**src/rtl/xcvr_pkg.sv**
```systemverilog
// Shared constants, command-type encoding and the power-enable rule
// for the transceiver command bank. Assumes 16-bit frames, 8-bit opcode.
package xcvr_pkg;

    localparam int FRAME_BITS = 16;
    localparam int OP_BITS    = 8;
    localparam int N_CMD      = 18;

    // Command types; the value is the strobe bit index.
    typedef enum logic [4:0] {
        C_CFG   = 5'd0,  C_PWR   = 5'd1,  C_FREQ  = 5'd2,  C_RATE  = 5'd3,
        C_RXCTL = 5'd4,  C_FILT  = 5'd5,  C_FIFO  = 5'd6,  C_SYNC  = 5'd7,
        C_FRD   = 5'd8,  C_AFC   = 5'd9,  C_TXCTL = 5'd10, C_PLL   = 5'd11,
        C_TXB   = 5'd12, C_SRST  = 5'd13, C_WAKE  = 5'd14, C_DUTY  = 5'd15,
        C_LBAT  = 5'd16, C_STAT  = 5'd17, C_NONE  = 5'd31
    } cmd_e;

    localparam logic [OP_BITS-1:0] OP_FIFO_RD = 8'hB0;
    localparam logic [OP_BITS-1:0] OP_STATUS  = 8'h00;

    localparam logic [7:0]  INIT_CFG  = 8'h08;
    localparam logic [7:0]  INIT_PWR  = 8'h08;
    localparam logic [11:0] INIT_FREQ = 12'h680;
    localparam logic [7:0]  INIT_RATE = 8'h23;
    localparam logic [7:0]  INIT_FIFO = 8'h80;
    localparam logic [7:0]  INIT_AFC  = 8'hF7;
    localparam logic [7:0]  INIT_TXC  = 8'h00;
    localparam logic [7:0]  INIT_PLL  = 8'h77;

    // Receiver enable pulls baseband, synth, crystal; transmitter pulls synth, crystal.
    function automatic logic [7:0] pwr_imply(input logic [7:0] b);
        logic [7:0] r;
        r = b;
        if (b[7]) r = r | 8'h58;
        if (b[5]) r = r | 8'h18;
        return r;
    endfunction

endpackage

```
**src/rtl/xcvr_spi_frame.sv**
```systemverilog
// SPI mode-0 slave framer, oversampled by clk. Assumes clk is at least
// several times faster than SCK. Emits frame_valid for one cycle when
// chip select rises after exactly FRAME_BITS edges; shifts readback on MISO.
module xcvr_spi_frame
    import xcvr_pkg::*;
#(
    parameter int SYNC_STAGES = 2
) (
    input  logic                  clk,
    input  logic                  rst_n,
    input  logic                  spi_sck,
    input  logic                  spi_csn,
    input  logic                  spi_mosi,
    input  logic [FRAME_BITS-1:0] status_word,
    input  logic [OP_BITS-1:0]    rx_byte,
    output logic                  spi_miso,
    output logic                  cs_act,
    output logic                  frame_valid,
    output logic [FRAME_BITS-1:0] frame_word
);
    localparam int CW = $clog2(FRAME_BITS + 2);
    localparam int IW = $clog2(FRAME_BITS);
    localparam logic [CW-1:0] CNT_FULL = CW'(FRAME_BITS);
    localparam logic [CW-1:0] CNT_MAX  = CW'(FRAME_BITS + 1);
    localparam logic [CW-1:0] CNT_OP   = CW'(OP_BITS - 1);
    localparam logic [2:0]    PIN_IDLE = 3'b010;   // {sck, csn, mosi}

    logic [SYNC_STAGES-1:0][2:0] sq;
    logic [2:0] s_now, s_prev;
    logic sck_rise, cs_fall, cs_rise;
    logic [CW-1:0] cnt;
    logic [FRAME_BITS-1:0] shreg, snap, tx;
    logic [OP_BITS-1:0] op_q;
    logic [IW-1:0] bidx;

    generate
        if (SYNC_STAGES == 1) begin : g_one
            // Single-stage pin capture.
            always_ff @(posedge clk) begin
                if (!rst_n) sq <= PIN_IDLE;
                else        sq <= {spi_sck, spi_csn, spi_mosi};
            end
        end else begin : g_chain
            // Multi-stage synchronizer chain for the three pins.
            always_ff @(posedge clk) begin
                if (!rst_n) sq <= {SYNC_STAGES{PIN_IDLE}};
                else        sq <= {sq[SYNC_STAGES-2:0], {spi_sck, spi_csn, spi_mosi}};
            end
        end
    endgenerate

    assign s_now = sq[SYNC_STAGES-1];

    // Previous synchronized pin values for edge detection.
    always_ff @(posedge clk) begin
        if (!rst_n) s_prev <= PIN_IDLE;
        else        s_prev <= s_now;
    end

    assign cs_act   = !s_now[1];
    assign sck_rise = cs_act && s_now[2] && !s_prev[2];
    assign cs_fall  = !s_now[1] && s_prev[1];
    assign cs_rise  = s_now[1] && !s_prev[1];

    // Bit counter, input shifter, opcode capture and status snapshot.
    always_ff @(posedge clk) begin
        if (!rst_n) begin
            cnt   <= '0;
            shreg <= '0;
            op_q  <= '0;
            snap  <= '0;
        end else if (cs_fall) begin
            cnt  <= '0;
            snap <= status_word;
        end else if (sck_rise) begin
            shreg <= {shreg[FRAME_BITS-2:0], s_now[0]};
            if (cnt != CNT_MAX) cnt <= cnt + 1'b1;
            if (cnt == CNT_OP)  op_q <= {shreg[OP_BITS-2:0], s_now[0]};
        end
    end

    // Commit pulse only for an exact-length frame.
    always_ff @(posedge clk) begin
        if (!rst_n) begin
            frame_valid <= 1'b0;
            frame_word  <= '0;
        end else begin
            frame_valid <= cs_rise && (cnt == CNT_FULL);
            if (cs_rise) frame_word <= shreg;
        end
    end

    // Readback source: high byte always status, low byte by opcode.
    always_comb begin
        tx = snap;
        if (op_q == OP_FIFO_RD)     tx[OP_BITS-1:0] = rx_byte;
        else if (op_q != OP_STATUS) tx[OP_BITS-1:0] = '0;
    end

    assign bidx     = IW'(FRAME_BITS - 1) - cnt[IW-1:0];
    assign spi_miso = cs_act && (cnt < CNT_FULL) && tx[bidx];

endmodule

```
**src/rtl/xcvr_cmd_decode.sv**
```systemverilog
// Opcode classifier: exact byte matches take priority over prefix matches,
// so 0xFE is software reset even though it lies in the wake-up prefix.
module xcvr_cmd_decode
    import xcvr_pkg::*;
(
    input  logic [OP_BITS-1:0] opcode,
    output cmd_e               kind
);
    // Exact matches first, then variable-length prefixes.
    always_comb begin
        kind = C_NONE;
        case (opcode)
            8'h80: kind = C_CFG;
            8'h82: kind = C_PWR;
            8'hC6: kind = C_RATE;
            8'hC2: kind = C_FILT;
            8'hCA: kind = C_FIFO;
            8'hCE: kind = C_SYNC;
            8'hB0: kind = C_FRD;
            8'hC4: kind = C_AFC;
            8'hCC: kind = C_PLL;
            8'hB8: kind = C_TXB;
            8'hFE: kind = C_SRST;
            8'hC8: kind = C_DUTY;
            8'hC0: kind = C_LBAT;
            8'h00: kind = C_STAT;
            default: begin
                if (opcode[7:4] == 4'hA)             kind = C_FREQ;
                else if (opcode[7:3] == 5'b10010)    kind = C_RXCTL;
                else if (opcode[7:1] == 7'b1001100)  kind = C_TXCTL;
                else if (opcode[7:5] == 3'b111)      kind = C_WAKE;
            end
        endcase
    end

endmodule

```
**src/rtl/xcvr_reg_bank.sv**
```systemverilog
// Configuration registers with fixed power-on values. Updates on a
// committed command and raises the matching one-hot strobe in the same cycle.
module xcvr_reg_bank
    import xcvr_pkg::*;
(
    input  logic                  clk,
    input  logic                  rst_n,
    input  logic                  cmd_valid,
    input  cmd_e                  cmd_kind,
    input  logic [FRAME_BITS-1:0] cmd_in,
    output logic [7:0]            cfg_reg,
    output logic [7:0]            pwr_reg,
    output logic [11:0]           freq_reg,
    output logic [7:0]            rate_reg,
    output logic [7:0]            fifo_reg,
    output logic [7:0]            afc_reg,
    output logic [7:0]            txc_reg,
    output logic [7:0]            pll_reg,
    output logic [N_CMD-1:0]      cmd_strobe,
    output logic [FRAME_BITS-1:0] cmd_word
);
    logic [7:0] arg;
    assign arg = cmd_in[OP_BITS-1:0];

    // Register writes, software reset and strobe generation.
    always_ff @(posedge clk) begin
        if (!rst_n) begin
            cfg_reg <= INIT_CFG;  pwr_reg  <= INIT_PWR;  freq_reg <= INIT_FREQ;
            rate_reg <= INIT_RATE; fifo_reg <= INIT_FIFO; afc_reg <= INIT_AFC;
            txc_reg <= INIT_TXC;  pll_reg  <= INIT_PLL;
            cmd_strobe <= '0;
            cmd_word   <= '0;
        end else begin
            cmd_strobe <= '0;
            if (cmd_valid) begin
                cmd_word <= cmd_in;
                if (cmd_kind != C_NONE) cmd_strobe <= N_CMD'(1) << cmd_kind;
                case (cmd_kind)
                    C_CFG:   cfg_reg  <= arg;
                    C_PWR:   pwr_reg  <= pwr_imply(arg);
                    C_FREQ:  freq_reg <= {cmd_in[11:8], arg};
                    C_RATE:  rate_reg <= arg;
                    C_FIFO:  fifo_reg <= arg;
                    C_AFC:   afc_reg  <= arg;
                    C_TXCTL: txc_reg  <= arg;
                    C_PLL:   pll_reg  <= arg;
                    C_SRST: begin
                        cfg_reg <= INIT_CFG;  pwr_reg  <= INIT_PWR;  freq_reg <= INIT_FREQ;
                        rate_reg <= INIT_RATE; fifo_reg <= INIT_FIFO; afc_reg <= INIT_AFC;
                        txc_reg <= INIT_TXC;  pll_reg  <= INIT_PLL;
                    end
                    default: ;
                endcase
            end
        end
    end

endmodule

```
**src/rtl/xcvr_cmd_bank.sv**
```systemverilog
// Top: SPI command register bank of a sub-GHz FSK transceiver control port.
// Assumes clk oversamples SCK; keeps the power-on status flag until a
// status read has been committed.
module xcvr_cmd_bank
    import xcvr_pkg::*;
#(
    parameter int SYNC_STAGES = 2
) (
    input  logic        clk,
    input  logic        rst_n,
    input  logic        spi_sck,
    input  logic        spi_csn,
    input  logic        spi_mosi,
    output logic        spi_miso,
    input  logic [9:0]  irq_flags,
    input  logic [4:0]  afc_offset,
    input  logic [7:0]  rx_data,
    output logic [7:0]  cfg_reg,
    output logic [7:0]  pwr_reg,
    output logic [11:0] freq_reg,
    output logic [7:0]  rate_reg,
    output logic [7:0]  fifo_reg,
    output logic [7:0]  afc_reg,
    output logic [7:0]  txc_reg,
    output logic [7:0]  pll_reg,
    output logic [17:0] cmd_strobe,
    output logic [15:0] cmd_word
);
    logic                  cs_act;
    logic                  frame_valid;
    logic [FRAME_BITS-1:0] frame_word;
    logic [FRAME_BITS-1:0] status_word;
    cmd_e                  kind;
    logic                  por_flag;

    // Power-on flag: set by reset, cleared by a committed status read.
    always_ff @(posedge clk) begin
        if (!rst_n)                             por_flag <= 1'b1;
        else if (frame_valid && kind == C_STAT) por_flag <= 1'b0;
    end

    assign status_word = {irq_flags[9], por_flag, irq_flags[8:0], afc_offset};

    xcvr_spi_frame #(.SYNC_STAGES(SYNC_STAGES)) u_frame (
        .clk(clk), .rst_n(rst_n),
        .spi_sck(spi_sck), .spi_csn(spi_csn), .spi_mosi(spi_mosi),
        .status_word(status_word), .rx_byte(rx_data),
        .spi_miso(spi_miso), .cs_act(cs_act),
        .frame_valid(frame_valid), .frame_word(frame_word)
    );

    xcvr_cmd_decode u_dec (
        .opcode(frame_word[FRAME_BITS-1:FRAME_BITS-OP_BITS]),
        .kind(kind)
    );

    xcvr_reg_bank u_regs (
        .clk(clk), .rst_n(rst_n),
        .cmd_valid(frame_valid), .cmd_kind(kind), .cmd_in(frame_word),
        .cfg_reg(cfg_reg), .pwr_reg(pwr_reg), .freq_reg(freq_reg),
        .rate_reg(rate_reg), .fifo_reg(fifo_reg), .afc_reg(afc_reg),
        .txc_reg(txc_reg), .pll_reg(pll_reg),
        .cmd_strobe(cmd_strobe), .cmd_word(cmd_word)
    );

endmodule

```
**config.mk**
```make
export PLATFORM = sky130hd
export DESIGN_NAME = xcvr_cmd_bank
export DESIGN_NICKNAME = d
export VERILOG_FILES = /design/src/rtl/xcvr_pkg.sv /design/src/rtl/xcvr_spi_frame.sv /design/src/rtl/xcvr_cmd_decode.sv /design/src/rtl/xcvr_reg_bank.sv /design/src/rtl/xcvr_cmd_bank.sv
export SDC_FILE = /design/constraint.sdc
export NUM_CORES = 1
export LEC_CHECK = 0
export ABC_AREA = 0
export BUFFER_PORTS_ARGS = -buffer_cell sky130_fd_sc_hd__buf_2
export CAP_MARGIN = 20
export CORE_MARGIN = 5
export CORE_UTILIZATION = 60
export DETAILED_ROUTE_END_ITERATION = 10
export GPL_TIMING_DRIVEN = 0
export PLACE_DENSITY = 0.87
export REMOVE_ABC_BUFFERS = 1
export SKIP_CTS_REPAIR_TIMING = 1
export SLEW_MARGIN = 15
export SYNTH_ARGS = -nofsm -noshare
export SYNTH_HDL_FRONTEND = slang
export SYNTH_HIERARCHICAL = 1
export SYNTH_SLANG_ARGS = --single-unit
```
**constraint.sdc**
```tcl
create_clock -name clk -period 7.8 [get_ports clk]
set_input_delay 1.17 -clock clk [delete_from_list [all_inputs] [get_ports clk]]
set_output_delay 1.17 -clock clk [all_outputs]
set_load 0.02 [all_outputs]
```
; Word level (Yosys, flattened, before mapping)
; Cells that the tools add are included.
; W data, S select, Z words.
[totals]
register_bits = 174
output_inout_bits = 103
wordCells = 112
[classes]
reduce_logical = 35
eq_ne = 31
bitwise_logic = 2
n_addsub = 2
order_cmp = 2
n_mux = 19
n_shift = 1
[ops]
columns = cell, count
row1 = $eq A8 B8 Y1 const B, 14
row2 = $pmux W8 S2, 7
row3 = $pmux W5 S14, 1
row4 = $mux W5, 5
row5 = $pmux W12 S2, 1
row6 = $eq A5 B4 Y1 const B, 4
row7 = $reduce_and A2 Y1, 10
row8 = $shl A1 B5 Y18 const A, 1
row9 = $mux W8, 2
row10 = $reduce_bool A2 Y1, 8
row11 = $eq A5 B5 Y1 const B, 3
row12 = $eq A5 B2 Y1 const B, 2
row13 = $eq A5 B3 Y1 const B, 2
row14 = $ne A5 B5 Y1 const B, 2
row15 = $logic_and A1 B1 Y1, 8
row16 = $logic_not A8 Y1, 1
row17 = $reduce_bool A8 Y1, 1
row18 = $eq A7 B7 Y1 const B, 1
row19 = $mux W7, 1
row20 = $reduce_and A3 Y1, 2
row21 = $add A5 B1 Y5 const B, 1
row22 = $eq A5 B1 Y1 const B, 1
row23 = $logic_not A5 Y1, 1
row24 = $lt A4 B5 Y1 const B, 1
row25 = 9 further kinds, 12

; Depth between registers and ports, before layout
[logic_depth]
ltp_word = 9
ltp_mapped = 11

; Modules after synthesis
; Netlist, hierarchy kept.
[modules_own_cells]
columns = mod, instances, cells_each, area_per_inst_um2, seq_area_each_um2
row1 = xcvr_reg_bank, 1, 400, 3943.8, 2042.0
row2 = xcvr_spi_frame, 1, 323, 2917.8, 1401.3
row3 = xcvr_cmd_decode, 1, 61, 405.4, 0.0
row4 = xcvr_cmd_bank, 1, 5, 57.6, 20.0

; Least setup slack after synthesis
; No wires, ideal clock.
[synth_timing]
path_type = input to output
from = input rx_data[3]
to = output spi_miso
path_stages = 4
required_ns = 6.630
path_slack_ns = 4.600
arrival_time_ns = 2.030
path_cell_list = nand4_1 > a311oi_1 > o211ai_1 > a31oi_1
[synth_between]
elab_chain_cells = 4
[synth_lines]
columns = item, line
row1 = start: declaration, xcvr_cmd_bank.sv:17  ; input logic [7:0] rx_data,
row2 = $mux W8, xcvr_spi_frame.sv:96  ; if (op_q == OP_FIFO_RD) tx[OP_BITS-1:0] = rx_byte;
row3 = $bmux W1 S4, xcvr_spi_frame.sv:101  ; assign spi_miso = cs_act && (cnt < CNT_FULL) && tx[bidx];
row4 = $mux W1 (not written as such), xcvr_spi_frame.sv:101
row5 = $logic_and A1 B1 Y1, xcvr_spi_frame.sv:101
row6 = end: declaration, xcvr_cmd_bank.sv:14  ; output logic spi_miso,
; No other way between the ends. The select of a mux whose other input is x is not followed.

; Worst setup path after layout
[layout_timing]
from = register u_frame.frame_word[14]
to = register u_regs.afc_reg[3]
[layout_between]
elab_cells_between_ends = 28
cone_classes = 19 x eq/ne / 6 x mux / 3 x reduce/logical
[layout_lines]
columns = item, line
row1 = start: declaration, xcvr_spi_frame.sv:19  ; output logic [FRAME_BITS-1:0] frame_word
row2 = start signal: assignment, xcvr_spi_frame.sv:89  ; if (cs_rise) frame_word <= shreg;
row3 = $eq A7 B7 Y1, xcvr_cmd_decode.sv:30  ; else if (opcode[7:1] == 7'b1001100) kind = C_TXCTL;
row4 = $mux W5, xcvr_cmd_decode.sv:30
row5 = $mux W5, xcvr_cmd_decode.sv:29  ; else if (opcode[7:3] == 5'b10010) kind = C_RXCTL;
row6 = $mux W5, xcvr_cmd_decode.sv:28  ; if (opcode[7:4] == 4'hA) kind = C_FREQ;
row7 = $pmux W5 S14 (*), xcvr_cmd_decode.sv:12  ; case (opcode)
row8 = named net kind[2], xcvr_cmd_bank.sv:33  ; cmd_e kind;
row9 = $eq A5 B4 Y1, xcvr_reg_bank.sv:38  ; case (cmd_kind)
row10 = $reduce_bool A2 Y1 (no source line), n/a
row11 = $reduce_and A2 Y1 (no source line), n/a
row12 = end signal: assignment, xcvr_reg_bank.sv:44  ; C_AFC: afc_reg <= arg;
row13 = end: declaration, xcvr_reg_bank.sv:16  ; output logic [7:0] afc_reg,
; Mark *: on every way through the listed nets, which the timed path passes. The rest lies on a longest branch.
; A chain may end at the register's enable or synchronous reset.

==> flow_summary.yaml <==
layout:
  largest_reg_flops: 18
  area_growth_pct: 17.1
  n_fill_cell: 884
  multiInputGateArea_um2: 3530
  post-route-util_pct: 71.4
  final_area_um2: 8570
  nNetsFinal: 917
  register_area_um2: 3460
  regMostFlops: "u_regs/cmd_strobe"
  antenna_cells: 0
  drive_above_1_share_pct: 22.2
synth:
  yosys.area.top_type: "dfxtp_1"
  synth_top_area_share_pct: 47.3
  yosys-top-cells-count: "173 x dfxtp_1, 155 x nand2_1, 71 x mux2i_1"
  synthTopCellsByArea: "dfxtp_1 47%, mux2i_1 9.7%, nand2_1 7.9%"
  ys_ff_latch: 173
  syn_avg_cell_area_um2: 9.28
  seq_area_frac_synth_pct: 47.3
  syn-cell-area_um2: 7320
  synth-edff-count: 0
  synth_cells: 789
  synth_async_sr_flop_share_pct: 0
  ys_types: 77
  yosys_most_used_dff: "dfxtp_1"
  yosysWarnings: 6
  yosysMostFrequentCell: "dfxtp_1"
floorplan:
  start_util_pct: 61.0
  die_area_um2: 14500
  io_pins: 131
  die_w_um: 120
  rows: 40
  die_y_um: 120
  core_um2: 12000
outcome:
  status: "complete, no violations"
sta:
  fin_crit_ns: 3.52
  slew_violations: 0
  finalSetupTns_ns: 0
  rsz0062_at_grt: "no"
  slew_headroom_pct: 43.3
  worst_slack_ns: 4.28
  min_period_over_period_pct: 45.1
  hold_viol: 0
  fmax_mhz: 284
  setup_violations: 0
  clock_skew_ns: 0.0103
  tightestPinTransition_ns: 0.849
  fin_hold_ws_ns: 0.411
setup_path:
  crit_family: "simple AND/OR/NAND/NOR gates"
  cp-end-kind: "register"
  cpPeakStageDelay_ns: 0.64
  crit_chain: "and4bb_2, o21ai_0, nand3_1, o211ai_1, buf_4, and4b_1, nand2_1, a32o_1"
  worst-path-buf-inv: 1
  cp-start-kind: "register"
  arrival_ns: 3.82
  crit_slowest_cell: "dfxtp_1"
  cp_max_fo: 16
  crit_type: "reg -> reg"
  crit_required_ns: 8.11
power:
  p_comb_share_pct: 2.2
  powerDensity_nw_per_um2: 207
  peakVddDrop_v: 0.000204
  switchingPower_uw: 385
  p_clk_share_pct: 47.6
  swShare_pct: 21.7
  leakagePower_uw: 0.00357
  seqPwrFrac_pct: 50.1
  p_int_uw: 1390
global_route:
  grt_use_total_pct: 22.9
  grt_pass1_vias: 5488
  grt_max_degree: 94
  antenna_found_initial: 0
  overflow: 0
  grt_pass1_wl_um: 27400
routing:
  viasPerCell: 5.74
  first_iter_violations: 548
  wl_um: 17000
  vias: 5999
  drc: 0
  ant_nets: 0
  firstDrtPassIters: 5
  wl_per_cell_um: 16.2
cts:
  numCtsBuffers: 17
  clk_pin_slew_ns: 0.07
  clk_latency_ns: 0.42
  cts_tree: "built"
  cts_htree_levels: 4
  clockRootBuffer: "clkbuf_16"
  clk_path_buf_depth: 2
  cts_sinks: 173
run:
  max_cap_violations: 0
placement:
  place_hpwl_um: 11200
  dp_slack_ns: 4.43
  dpl-instance-area_um2: 7970
  placement.io_buffers: 130
  place.gp.congestion: 0.891
min_path:
  hold_path.class: "reg -> reg"
[worst register-to-register path, stage by stage (launching register included)]
cell and delay, ns:
dfxtp_1 0.64, and4bb_2 0.30, o21ai_0 0.18, nand3_1 0.25, o211ai_1 0.60, buf_4 0.28
and4b_1 0.56, nand2_1 0.27, a32o_1 0.33
[cell families (layout without fill, tap and decap cells)]
| kind of cell | after synthesis | count (layout) | share of synthesized area [%] |
|---|---|---|---|
| AOI/OAI and AO/OA | 136 | 136 | 14.1 |
| xor gates and xnor gates | 6 | 6 | 0.718 |
| adders and majority gates | 2 | 2 | 0.342 |
| buffers and inverters | 73 | 183 | 4.87 |
| DFF | 173 | 173 | 47.3 |
| muxes | 76 | 76 | 10.9 |
| and+or+nand+nor | 323 | 323 | 21.8 |
[layout make-up]
class                           count  share of cell area, %
Timing Repair Buffer              139                   8.77
Clock buffer                       18                   5.12
Inverter                           13                  0.569
Sequential cell                   173                   40.4
Multi-Input combinational cell    543                   41.2
Clock inverter                     13                   1.81
Tap cell                          147                   2.15
[stage by stage]
stage / total power [uW] / std cells
after CTS: 1780 / 1044
after global routing: 1830 / 1046
after floorplan: 927 / 729
after detailed placement: 949 / 1013
final: 1780 / 1046
after global placement: 947 / 1006
[layer usage]
metal / GRT usage (%) / part of all wire [%] / routed length (um) / up-vias
li1: - / - / - / 2932
met3: 4.72 / 6.5 / 1100 / 17
met2: 38.6 / 49 / 8240 / 240
met5: 0 / 0 / 0 / -
met1: 29.9 / 44 / 7440 / 2810
met4: 6.52 / 1.1 / 190 / 0
[placed cells by master (no fill, tap or decap), types with 4 or more instances in the layout]
| master | instances |
|---|---|
| nor2b_1 | 11 |
| and2_1 | 9 |
| nand2b_1 | 6 |
| nor3_1 | 15 |
| inv_6 | 5 |
| nand4_1 | 6 |
| buf_4 | 7 |
| nand2_1 | 155 |
| inv_1 | 12 |
| mux2i_1 | 71 |
| o22ai_1 | 4 |
| and3_1 | 4 |
| a21boi_1 | 12 |
| nand3_1 | 7 |
| a22oi_1 | 12 |
| a211oi_1 | 7 |
| a21boi_0 | 36 |
| o211ai_1 | 13 |
| a31oi_1 | 4 |
| clkbuf_16 | 17 |
| nor2_1 | 64 |
| a21oi_1 | 16 |
| buf_2 | 129 |
| a41o_1 | 4 |
| dfxtp_1 | 173 |
| o21ai_0 | 4 |
| nor3b_1 | 4 |
[power groups by stage]
stage | logic (uW) | clock network (uW) | registers [uW]
after floorplan | 17.3 | 0 | 910
after global placement | 37.1 | 0 | 910
after detailed placement | 38.6 | 0 | 910
after CTS | 38.9 | 855 | 890
after global routing | 43.7 | 897 | 890
final | 39.4 | 846 | 890
[worst paths after layout]
kind | cells after the start | from | slack [ns] | end
max reg2reg | 8 | u_frame/frame_word[14]$_SDFFE_PN0P_ | 4.28 | u_regs/afc_reg[3]$_SDFFE_PN0P_
max | 8 | u_frame/frame_word[14]$_SDFFE_PN0P_ | 4.28 | u_regs/afc_reg[3]$_SDFFE_PN0P_
min | 1 | u_frame/sq[1]$_SDFF_PN1_ | 0.41 | u_frame/s_now[1]$_SDFF_PN1_
min reg2reg | 1 | u_frame/sq[1]$_SDFF_PN1_ | 0.41 | u_frame/s_now[1]$_SDFF_PN1_
No activity file was read; power rests on OpenSTA's default activity.
